`config.mk`:
```
export PLATFORM = sky130hd
export DESIGN_NAME = csspi_port
export DESIGN_NICKNAME = d
export VERILOG_FILES = /design/src/rtl/csspi_pkg.sv /design/src/rtl/csspi_halftick.sv /design/src/rtl/csspi_sync.sv /design/src/rtl/csspi_shreg.sv /design/src/rtl/csspi_port.sv
export SDC_FILE = /design/constraint.sdc
export NUM_CORES = 1
export LEC_CHECK = 0
export BUFFER_PORTS_ARGS = -buffer_cell sky130_fd_sc_hd__buf_2
export CORE_MARGIN = 5
export CORE_UTILIZATION = 51
export CTS_CLUSTER_SIZE = 14
export DETAILED_ROUTE_END_ITERATION = 8
export PLACE_DENSITY = 0.75
export SETUP_SLACK_MARGIN = 0.02
export SKIP_CTS_REPAIR_TIMING = 1
export SYNTH_ARGS = -nofsm -noshare
export SYNTH_HDL_FRONTEND = slang
export SYNTH_SLANG_ARGS = --single-unit
```
`constraint.sdc`:
```
create_clock -name clk -period 2.45 [get_ports clk]
set_input_delay 0.735 -clock clk [delete_from_list [all_inputs] [get_ports clk]]
set_output_delay 0.735 -clock clk [all_outputs]
set_load 0.02 [all_outputs]
```
`src/rtl/csspi_pkg.sv`:
```
package csspi_pkg;

   typedef enum logic [2:0] {
      ST_IDLE,
      ST_ARMED,
      ST_SHIFT,
      ST_GAP,
      ST_HOLD
   } csspi_state_t;

   // Packet length in bits for a length code; unsupported codes fall back to 8.
   function automatic logic [5:0] len_bits(input logic [2:0] code);
      logic [5:0] n;
      unique case (code)
         3'd0:    n = 6'd8;
         3'd1:    n = 6'd12;
         3'd2:    n = 6'd16;
         3'd3:    n = 6'd20;
         3'd4:    n = 6'd24;
         3'd5:    n = 6'd32;
         default: n = 6'd8;
      endcase
      return n;
   endfunction

endpackage

```
`src/rtl/csspi_halftick.sv`:
```
module csspi_halftick #(
   parameter int DIV_W = 8
) (
   input  logic             clk,
   input  logic             rst_n,
   input  logic             run,
   input  logic [DIV_W-1:0] half_div,
   output logic             tick
);
   logic [DIV_W-1:0] cnt;
   logic [DIV_W-1:0] eff;

   assign eff  = (half_div == '0) ? DIV_W'(1) : half_div;
   assign tick = run && (cnt == eff - DIV_W'(1));

   always_ff @(posedge clk or negedge rst_n) begin
      if (!rst_n)
         cnt <= '0;
      else if (!run || tick)
         cnt <= '0;
      else
         cnt <= cnt + DIV_W'(1);
   end
endmodule

```
`src/rtl/csspi_sync.sv`:
```
module csspi_sync #(
   parameter int             W       = 3,
   parameter int             STAGES  = 2,
   parameter logic [W-1:0]   RST_VAL = '0
) (
   input  logic         clk,
   input  logic         rst_n,
   input  logic [W-1:0] d,
   output logic [W-1:0] q,
   output logic [W-1:0] q_prev
);
   logic [W-1:0] chain [STAGES+1];

   generate
      if (STAGES < 2) begin : g_bad
         $error("csspi_sync needs at least two stages");
      end
      for (genvar s = 0; s <= STAGES; s++) begin : g_stage
         always_ff @(posedge clk or negedge rst_n) begin
            if (!rst_n)
               chain[s] <= RST_VAL;
            else if (s == 0)
               chain[s] <= d;
            else
               chain[s] <= chain[s-1];
         end
      end
   endgenerate

   assign q      = chain[STAGES-1];
   assign q_prev = chain[STAGES];
endmodule

```
`src/rtl/csspi_shreg.sv`:
```
module csspi_shreg #(
   parameter int MAX_BITS = 32,
   parameter int NBW      = 6
) (
   input  logic                clk,
   input  logic                rst_n,
   input  logic [NBW-1:0]      nbits,
   input  logic                tx_load,
   input  logic [MAX_BITS-1:0] tx_word,
   input  logic                tx_shift,
   input  logic                tx_clr,
   output logic                tx_msb,
   input  logic                rx_clr,
   input  logic                rx_shift,
   input  logic                rx_bit,
   output logic [MAX_BITS-1:0] rx_word
);
   logic [MAX_BITS-1:0] txsh;
   logic [MAX_BITS-1:0] rxsh;
   logic [NBW-1:0]      pad;

   // Left-justify the active bits so the packet MSB sits at the top.
   assign pad    = NBW'(MAX_BITS) - nbits;
   assign tx_msb = txsh[MAX_BITS-1];

   always_ff @(posedge clk or negedge rst_n) begin
      if (!rst_n)
         txsh <= '0;
      else if (tx_load)
         txsh <= tx_word << pad;
      else if (tx_clr)
         txsh <= '0;
      else if (tx_shift)
         txsh <= {txsh[MAX_BITS-2:0], 1'b0};
   end

   always_ff @(posedge clk or negedge rst_n) begin
      if (!rst_n)
         rxsh <= '0;
      else if (rx_clr)
         rxsh <= '0;
      else if (rx_shift)
         rxsh <= {rxsh[MAX_BITS-2:0], rx_bit};
   end

   assign rx_word = rxsh;
endmodule

```
`src/rtl/csspi_port.sv`:
```
module csspi_port
   import csspi_pkg::*;
#(
   parameter int DIV_W       = 8,
   parameter int MAX_BITS    = 32,
   parameter int SYNC_STAGES = 2
) (
   input  logic                clk,
   input  logic                rst_n,
   input  logic                cfg_master,
   input  logic [1:0]          cfg_mode,
   input  logic [2:0]          cfg_len,
   input  logic                cfg_pol,
   input  logic [DIV_W-1:0]    cfg_half,
   input  logic [MAX_BITS-1:0] tx_data,
   input  logic                tx_valid,
   output logic                tx_ready,
   output logic [MAX_BITS-1:0] rx_data,
   output logic                rx_valid,
   output logic                sck_o,
   output logic                ss_n_o,
   output logic                mosi_o,
   input  logic                miso_i,
   input  logic                sck_i,
   input  logic                ss_n_i,
   input  logic                mosi_i,
   output logic                miso_o
);
   localparam int NBW = $clog2(MAX_BITS + 1);
   localparam int HIW = $clog2(2 * MAX_BITS);
   localparam int GW  = DIV_W + 2;

   generate
      if (MAX_BITS < 32) begin : g_chk_bits
         $error("MAX_BITS must hold the longest packet (32)");
      end
      if (DIV_W < 1) begin : g_chk_div
         $error("DIV_W must be at least 1");
      end
   endgenerate

   csspi_state_t   state;
   logic [HIW-1:0] hidx;
   logic [NBW-1:0] scnt;
   logic [GW-1:0]  gcnt;
   logic           armed;

   logic [NBW-1:0]   nbits;
   logic [HIW-1:0]   last_h;
   logic [NBW-1:0]   last_b;
   logic [DIV_W-1:0] eff;
   logic [GW-1:0]    gap_last;
   logic             enabled, nodelay;

   assign nbits    = NBW'(len_bits(cfg_len));
   assign last_h   = HIW'({nbits, 1'b0}) - HIW'(1);
   assign last_b   = nbits - NBW'(1);
   assign eff      = (cfg_half == '0) ? DIV_W'(1) : cfg_half;
   assign gap_last = {eff, 2'b00} - GW'(1);
   assign enabled  = cfg_mode[1];
   assign nodelay  = ~cfg_mode[0];

   // Slave-side pin synchronizer: {sck, ss_n, mosi}
   logic [2:0] s_now, s_prev;
   csspi_sync #(.W(3), .STAGES(SYNC_STAGES), .RST_VAL(3'b010)) u_sync (
      .clk    (clk),
      .rst_n  (rst_n),
      .d      ({sck_i, ss_n_i, mosi_i}),
      .q      (s_now),
      .q_prev (s_prev)
   );

   logic into_idle, out_idle, sample_e, launch_e, ss_fall, ss_rise;
   assign into_idle = (s_now[2] == cfg_pol) && (s_prev[2] != cfg_pol);
   assign out_idle  = (s_now[2] != cfg_pol) && (s_prev[2] == cfg_pol);
   assign sample_e  = nodelay ? into_idle : out_idle;
   assign launch_e  = nodelay ? out_idle  : into_idle;
   assign ss_fall   = s_prev[1] && !s_now[1];
   assign ss_rise   = !s_prev[1] && s_now[1];

   // Master half-bit timer
   logic m_run, tick;
   assign m_run = cfg_master && (state == ST_SHIFT);
   csspi_halftick #(.DIV_W(DIV_W)) u_tick (
      .clk      (clk),
      .rst_n    (rst_n),
      .run      (m_run),
      .half_div (cfg_half),
      .tick     (tick)
   );

   logic tx_fire, go_slave, s_run;
   assign tx_ready = enabled && (state == ST_IDLE) && (cfg_master || s_now[1]);
   assign tx_fire  = tx_valid && tx_ready;
   assign go_slave = !cfg_master && enabled && ss_fall &&
                     ((state == ST_IDLE) || (state == ST_ARMED));
   assign s_run    = !cfg_master && (state == ST_SHIFT) && !ss_rise;

   logic tx_shift, tx_clr, rx_shift, rx_clr, rx_bit, tx_msb;
   assign tx_shift = (m_run && tick && hidx[0] && (hidx != last_h)) ||
                     (s_run && launch_e && armed);
   assign tx_clr   = !cfg_master && ss_rise &&
                     ((state == ST_SHIFT) || (state == ST_HOLD));
   assign rx_shift = (m_run && tick && !hidx[0]) || (s_run && sample_e);
   assign rx_clr   = (tx_fire && cfg_master) || go_slave;
   assign rx_bit   = cfg_master ? miso_i : s_now[0];

   csspi_shreg #(.MAX_BITS(MAX_BITS), .NBW(NBW)) u_shreg (
      .clk      (clk),
      .rst_n    (rst_n),
      .nbits    (nbits),
      .tx_load  (tx_fire),
      .tx_word  (tx_data),
      .tx_shift (tx_shift),
      .tx_clr   (tx_clr),
      .tx_msb   (tx_msb),
      .rx_clr   (rx_clr),
      .rx_shift (rx_shift),
      .rx_bit   (rx_bit),
      .rx_word  (rx_data)
   );

   always_ff @(posedge clk or negedge rst_n) begin
      if (!rst_n) begin
         state    <= ST_IDLE;
         hidx     <= '0;
         scnt     <= '0;
         gcnt     <= '0;
         armed    <= 1'b0;
         rx_valid <= 1'b0;
      end else begin
         rx_valid <= 1'b0;
         unique case (state)
            ST_IDLE: begin
               if (tx_fire) begin
                  state <= cfg_master ? ST_SHIFT : ST_ARMED;
                  hidx  <= '0;
               end else if (go_slave) begin
                  state <= ST_SHIFT;
                  scnt  <= '0;
                  armed <= 1'b0;
               end
            end
            ST_ARMED: begin
               if (go_slave) begin
                  state <= ST_SHIFT;
                  scnt  <= '0;
                  armed <= 1'b0;
               end else if (!enabled) begin
                  state <= ST_IDLE;
               end
            end
            ST_SHIFT: begin
               if (cfg_master) begin
                  if (tick) begin
                     if (hidx == last_h) begin
                        state    <= ST_GAP;
                        gcnt     <= '0;
                        rx_valid <= 1'b1;
                     end else begin
                        hidx <= hidx + HIW'(1);
                     end
                  end
               end else if (ss_rise) begin
                  state <= ST_IDLE;
               end else if (sample_e) begin
                  armed <= 1'b1;
                  if (scnt == last_b) begin
                     state    <= ST_HOLD;
                     rx_valid <= 1'b1;
                  end else begin
                     scnt <= scnt + NBW'(1);
                  end
               end else if (launch_e) begin
                  armed <= 1'b0;
               end
            end
            ST_GAP: begin
               if (gcnt == gap_last)
                  state <= ST_IDLE;
               else
                  gcnt <= gcnt + GW'(1);
            end
            ST_HOLD: begin
               if (ss_rise)
                  state <= ST_IDLE;
            end
            default: state <= ST_IDLE;
         endcase
      end
   end

   // Pin drive: no-delay mode leaves idle in the first half, delay mode in the second.
   assign sck_o  = m_run ? (cfg_pol ^ (nodelay ? ~hidx[0] : hidx[0])) : cfg_pol;
   assign ss_n_o = ~m_run;
   assign mosi_o = m_run ? tx_msb : 1'b0;
   assign miso_o = (!cfg_master && ((state == ST_SHIFT) || (state == ST_HOLD))) ? tx_msb : 1'b0;

   // ---------------- assertions ----------------
   logic [15:0]   hi_cnt;
   logic [GW-1:0] gap_need;
   logic          pkt_seen;
   logic          ss_q;

   always_ff @(posedge clk or negedge rst_n) begin
      if (!rst_n) begin
         hi_cnt   <= '0;
         gap_need <= '0;
         pkt_seen <= 1'b0;
         ss_q     <= 1'b1;
      end else begin
         ss_q <= ss_n_o;
         if (ss_n_o)
            hi_cnt <= (hi_cnt == 16'hFFFF) ? hi_cnt : hi_cnt + 16'd1;
         else
            hi_cnt <= '0;
         if (ss_n_o && !ss_q) begin
            pkt_seen <= 1'b1;
            gap_need <= {eff, 2'b00};
         end
      end
   end

   p_gap_r4: assert property (@(posedge clk) disable iff (!rst_n)
      (cfg_master && pkt_seen && ss_q && !ss_n_o) |-> (hi_cnt >= 16'(gap_need)));

   p_clk_rest_r3: assert property (@(posedge clk) disable iff (!rst_n)
      (cfg_master && ss_n_o) |-> (sck_o == cfg_pol));

   p_strobe_pulse_r9: assert property (@(posedge clk) disable iff (!rst_n)
      rx_valid |=> !rx_valid);

   p_zero_fill_r2: assert property (@(posedge clk) disable iff (!rst_n)
      rx_valid |-> ((rx_data >> nbits) == '0));

   p_master_pins_r7: assert property (@(posedge clk) disable iff (!rst_n)
      cfg_master |-> (miso_o == 1'b0));

   p_slave_pins_r7: assert property (@(posedge clk) disable iff (!rst_n)
      !cfg_master |-> ((mosi_o == 1'b0) && ss_n_o));

   p_disabled_r5: assert property (@(posedge clk) disable iff (!rst_n)
      !cfg_mode[1] |-> !tx_ready);

endmodule

```
After elaboration in Yosys (flattened, before gate mapping). Cells that the tools add are included. Widths: inputs -> output; s select.

Flip-flop bits (word level): 108. Input bits: 54. Logic and storage cells: 173.

Add/sub/neg operators: 9. Equal/unequal tests: 38. Shifts and indexed selects: 1. Mux-type cells: 60. Bitwise gates (word level): 3. Reduce and logical (&&, ||, !) cells: 50.

Operators by type and width (count): $mux 32 (5); $mux 6 (10); $mux 10 (4); $mux 3 (12); $shl 32x6->32 (1); $pmux 6 s5 (1); $ne 2x2->1 const B (13); $logic_and 1x1->1 (25); $mux 1 (20); $pmux 10 s2 (1); $pmux 6 s3 (1); $mux 8 (2); $ne 3x3->1 const B (5); $pmux 3 s5 (1); $reduce_and 5->1 (3); $add 6x1->6 const B (2); $eq 3x2->1 const B (4); $eq 6x6->1 (2); $pmux 6 s2 (1); $sub 6x1->6 const B (2); $add 10x1->10 const B (1); $eq 10x10->1 (1); $sub 10x1->10 const B (1); $eq 3x3->1 const B (3); other kinds (21) (40).

Longest topological paths before layout.
Depth in word-level cells: 12. Depth in mapped cells: 12. Depth with buffers taken out: 10.

Cells and area by module. A second synthesis with hierarchy kept.

Cell total of the unflattened synthesis: 800. Area total of the unflattened synthesis: 7806.2 um^2.

By module, submodules not included: csspi_shreg (times used 1, cells each 438, area each 4596.9 um^2); csspi_port (times used 1, cells each 247, area each 2155.8 um^2); csspi_halftick (times used 1, cells each 100, area each 779.5 um^2); csspi_sync (times used 1, cells each 15, area each 274.0 um^2).

Worst setup path before layout. OpenSTA, ideal clock, no wires.

Path type: in2reg. Start: input cfg_half[5]. End: register u_shreg.txsh[10]. Setup time: 0.125 ns. Arrival time: 3.557 ns. Required time: 2.325 ns. Path slack: -1.233 ns. Cell stages on the path: 12. Path buffers: 2. Cells stage by stage: clkbuf_2 > nor4_1 > a21oi_1 > ha_1 > nor3b_4 > xor2_1 > or3_1 > a311oi_4 > nand3_2 > o211a_4 > buf_12 > mux2_4.

Cells in the longest elaborated chain, start to end: 10.

RTL lines: start: declaration (RTL line csspi_port.sv:14) `input logic [DIV_W-1:0] cfg_half,`; $logic_not 8->1 (RTL line csspi_halftick.sv:13) `assign eff = (half_div == '0) ? DIV_W'(1) : half_div;`; $mux 8 * (RTL line csspi_halftick.sv:13); $sub 8x1->8 * (RTL line csspi_halftick.sv:14) `assign tick = run && (cnt == eff - DIV_W'(1));`; $eq 8x8->1 * (RTL line csspi_halftick.sv:14); $logic_and 1x1->1 * (RTL line csspi_halftick.sv:14); $logic_and 1x1->1 * (3 in series) (RTL line csspi_port.sv:100) `assign tx_shift = (m_run && tick && hidx[0] && (hidx != last_h)) ||`; $logic_or 1x1->1 * (RTL line csspi_port.sv:100); $reduce_bool 3->1 (no source line) *; end signal: assignment (RTL line csspi_shreg.sv:30) `txsh <= tx_word << pad;`; end signal: assignment (RTL line csspi_shreg.sv:34) `txsh <= {txsh[MAX_BITS-2:0], 1'b0};`; end: declaration (RTL line csspi_shreg.sv:18) `logic [MAX_BITS-1:0] txsh;`.

Every way passes the cells marked *; elsewhere a longest branch is shown, timed or not. A chain may end at the register's enable or synchronous reset.

Final worst setup path.
Start: input cfg_half[5]. End: register u_shreg.txsh[15].

Same word-level chain as after synthesis.

==> flow_summary.json <==
{
  "status": "complete, but fails checks",
  "violations": "negative setup slack",
  "grt_max_degree": 65,
  "cts_tree": "yes",
  "dr.pass1.iters": 5,
  "dp_hpwl_um": 12570,
  "setup_viol": 93,
  "wl_per_cell_um": 19.48,
  "synthDistinctLibCells": 63,
  "clock_latency_ns": 0.36,
  "io_buffers": 91,
  "coreArea_mm2": 0.01267,
  "die_y_um": 124.0,
  "worstMarginPinSlew_ns": 0.4917,
  "worst-setup-path-type": "in2reg",
  "synth.avg_cell_area_um2": 9.679,
  "drive_above_1_share_pct": 45.63,
  "ys_warn_count": 0,
  "overflow": 0,
  "drv_slew": 0,
  "crit_path_start_kind": "input port",
  "p_leak_nw": 4.504,
  "vias": 6320,
  "drcViolationCount": 0,
  "rows": 41,
  "finalNetCount": 937,
  "slew_headroom_pct": 67.11,
  "synth-seq-cells": 107,
  "clkTransAtPathRegs_ns": 0.08,
  "start_util_pct": 52.33,
  "cp.arrival_ns": 3.42,
  "htree_levels": 3,
  "rsz0062_at_grt": "yes",
  "switchingPower_mw": 2.404,
  "antenna_found_initial": 0,
  "root_buffer": "clkbuf_16",
  "io_pins": 92,
  "reg2reg_depth": 8,
  "ant_nets": 0,
  "synthFlopType": "dfrtp_1",
  "vdd_drop_max_mv": 0.4861,
  "layout_setup_ws_ns": -0.7318,
  "seqPwrFrac_pct": 35.4,
  "grt_pass1_wl_um": 27550,
  "grt_pass1_vias": 5690,
  "pwr-share-comb_pct": 43.4,
  "fin_hold_ws_ns": 0.3227,
  "p_clk_share_pct": 21.2,
  "final_cell_mix": "102 x dfrtp_1, 92 x buf_4, 82 x buf_2",
  "cts_buffers": 9,
  "stdcell_count": 1053,
  "clock_skew_ns": 0.01178,
  "hold_class": "in2async",
  "synth.net_count": 746,
  "critPathCaptureType": "flop",
  "critPathRequiredTime_ns": 2.69,
  "path_max_fanout": 8,
  "fin_util_pct": 73.83,
  "area_growth_pct": 41.10,
  "synthCells": 685,
  "synth_edf_count": 0,
  "layout_commonest_cell": "dfrtp_1",
  "cts.path.max_buffers": 2,
  "gp_congestion": 0.9717,
  "hold_viol_final": 0,
  "dieArea_mm2": 0.01538,
  "synth_area_mm2": 0.006630,
  "power_density_mw_per_mm2": 716.1,
  "diodes": 0,
  "netSwitchingFraction_pct": 35.88,
  "cts_sinks": 107,
  "period_minus_slack_ns": 3.182,
  "track_usage_pct": 22.47,
  "die_w_um": 124.0,
  "via_per_inst": 6.002,
  "dpl.cell_count": 1000,
  "max_freq_mhz": 314.3,
  "wirelength_um": 20520,
  "yosysSeqAreaShare_pct": 40.44,
  "finalCritPeriodShare_pct": 129.9,
  "dr.first_iter.drc_count": 626,
  "power.internal_mw": 4.296,
  "drv_cap": 0,
  "synth_async_sr_flop_share_pct": 100.0
}
## synthesized netlist by cell type (11+ instances only)
library cell | n | area (um^2)
dfrtp_1 | 104 | 2603
nand2_1 | 103 | 386.6
o21ai_0 | 73 | 365.4
nor2_1 | 36 | 135.1
mux2_4 | 29 | 435.4
clkbuf_1 | 26 | 97.59
a21oi_1 | 24 | 120.1
mux2i_1 | 23 | 230.2
nand3_1 | 23 | 115.1
xor2_1 | 18 | 157.7
a22o_1 | 16 | 140.1
and2_1 | 14 | 87.58
xnor2_1 | 14 | 122.6
inv_1 | 12 | 45.04
a211oi_1 | 11 | 82.58
o31ai_1 | 11 | 82.58
## worst paths after layout
kind	slack [ns]	startpoint	end
max in group asynchronous	1.44	rst_n	u_shreg.rx_word[3]$_DFFE_PN0P_
hold / removal	0.32	rst_n	u_shreg.rx_word[27]$_DFFE_PN0P_
min in group clk	0.35	u_sync.chain[8]$_DFF_PN0_	u_sync.q[2]$_DFF_PN0_
setup / recovery	-0.73	cfg_half[5]	u_shreg.txsh[15]$_DFFE_PN0P_
setup reg to reg	-0.07	u_tick.cnt[7]$_DFF_PN0_	u_shreg.txsh[15]$_DFFE_PN0P_
hold reg to reg	0.35	u_sync.chain[8]$_DFF_PN0_	u_sync.q[2]$_DFF_PN0_
## per-stage QoR
step | cell area, um^2 | power (mW) | worst slack [ns] | TNS [ns]
6_report | 9355 | 6.700 | -0.7318 | -51.55
5_1_grt | 9355 | 7.016 | -0.7722 | -56.91
4_1_cts | 8240 | 6.010 | -0.7719 | -55.29
3_5_place_dp | 7954 | 4.595 | -1.156 | -91.67
3_3_place_gp | 7954 | 4.477 | -1.079 | -85.31
2_1_floorplan | 6843 | 3.862 | -1.043 | -77.76
## cell type report
type,count,area (um^2)
Clock buffer,10,229.0
Clock inverter,6,57.56
Fill cell,847,3316
Inverter,12,47.55
Multi-Input combinational cell,528,4352
Sequential cell,107,2684
Tap cell,172,215.2
Timing Repair Buffer,218,1770
## sequential cells by signal (all words and copies together), names as in the netlist
signal           flops
hidx                 6
u_shreg.rx_word     32
armed                1
u_tick.cnt           8
state                3
u_sync.q             3
rx_valid             1
u_sync.chain         3
u_shreg.txsh        32
gcnt                10
scnt                 6
u_sync.q_prev        2
## per-layer routing
| layer | part of all wire [%] | up-vias | GRT usage (%) |
|---|---|---|---|
| li1 | - | 2840 | - |
| met1 | 42 | 3134 | 31.83 |
| met2 | 50 | 290 | 34.91 |
| met3 | 5.3 | 56 | 4.269 |
| met4 | 2.6 | 0 | 7.255 |
| met5 | 0 | - | 0 |
## power by group through the flow
stage / sequential [mW] / clock, mW / combinational (mW)
floorplan: 2.30 / 0 / 1.57
global placement: 2.33 / 0 / 2.15
detailed placement: 2.34 / 0 / 2.25
CTS: 2.33 / 1.43 / 2.25
global route: 2.39 / 1.51 / 3.11
finish: 2.37 / 1.42 / 2.91
## critical path, cell delays in order
cell and delay, ns:
buf_8 0.10, nor4_4 0.29, a21oi_1 0.11, ha_2 0.19
nor3b_4 0.16, xor2_1 0.14, or3_4 0.36, a311oi_4 0.35
buf_4 0.19, nand3_4 0.12, o211a_4 0.35, mux2_4 0.32
## cell families after synthesis
logic type | Yosys count | synth area share (%)
buffers and inverters | 53 | 4.095
muxes | 67 | 13.95
AOI/OAI and AO/OA | 161 | 15.78
xor gates and xnor gates | 36 | 5.586
DFF | 107 | 40.44
and+or+nand+nor | 254 | 18.83
adders and majority gates | 7 | 1.321
No activity file was read; power rests on OpenSTA's default activity.
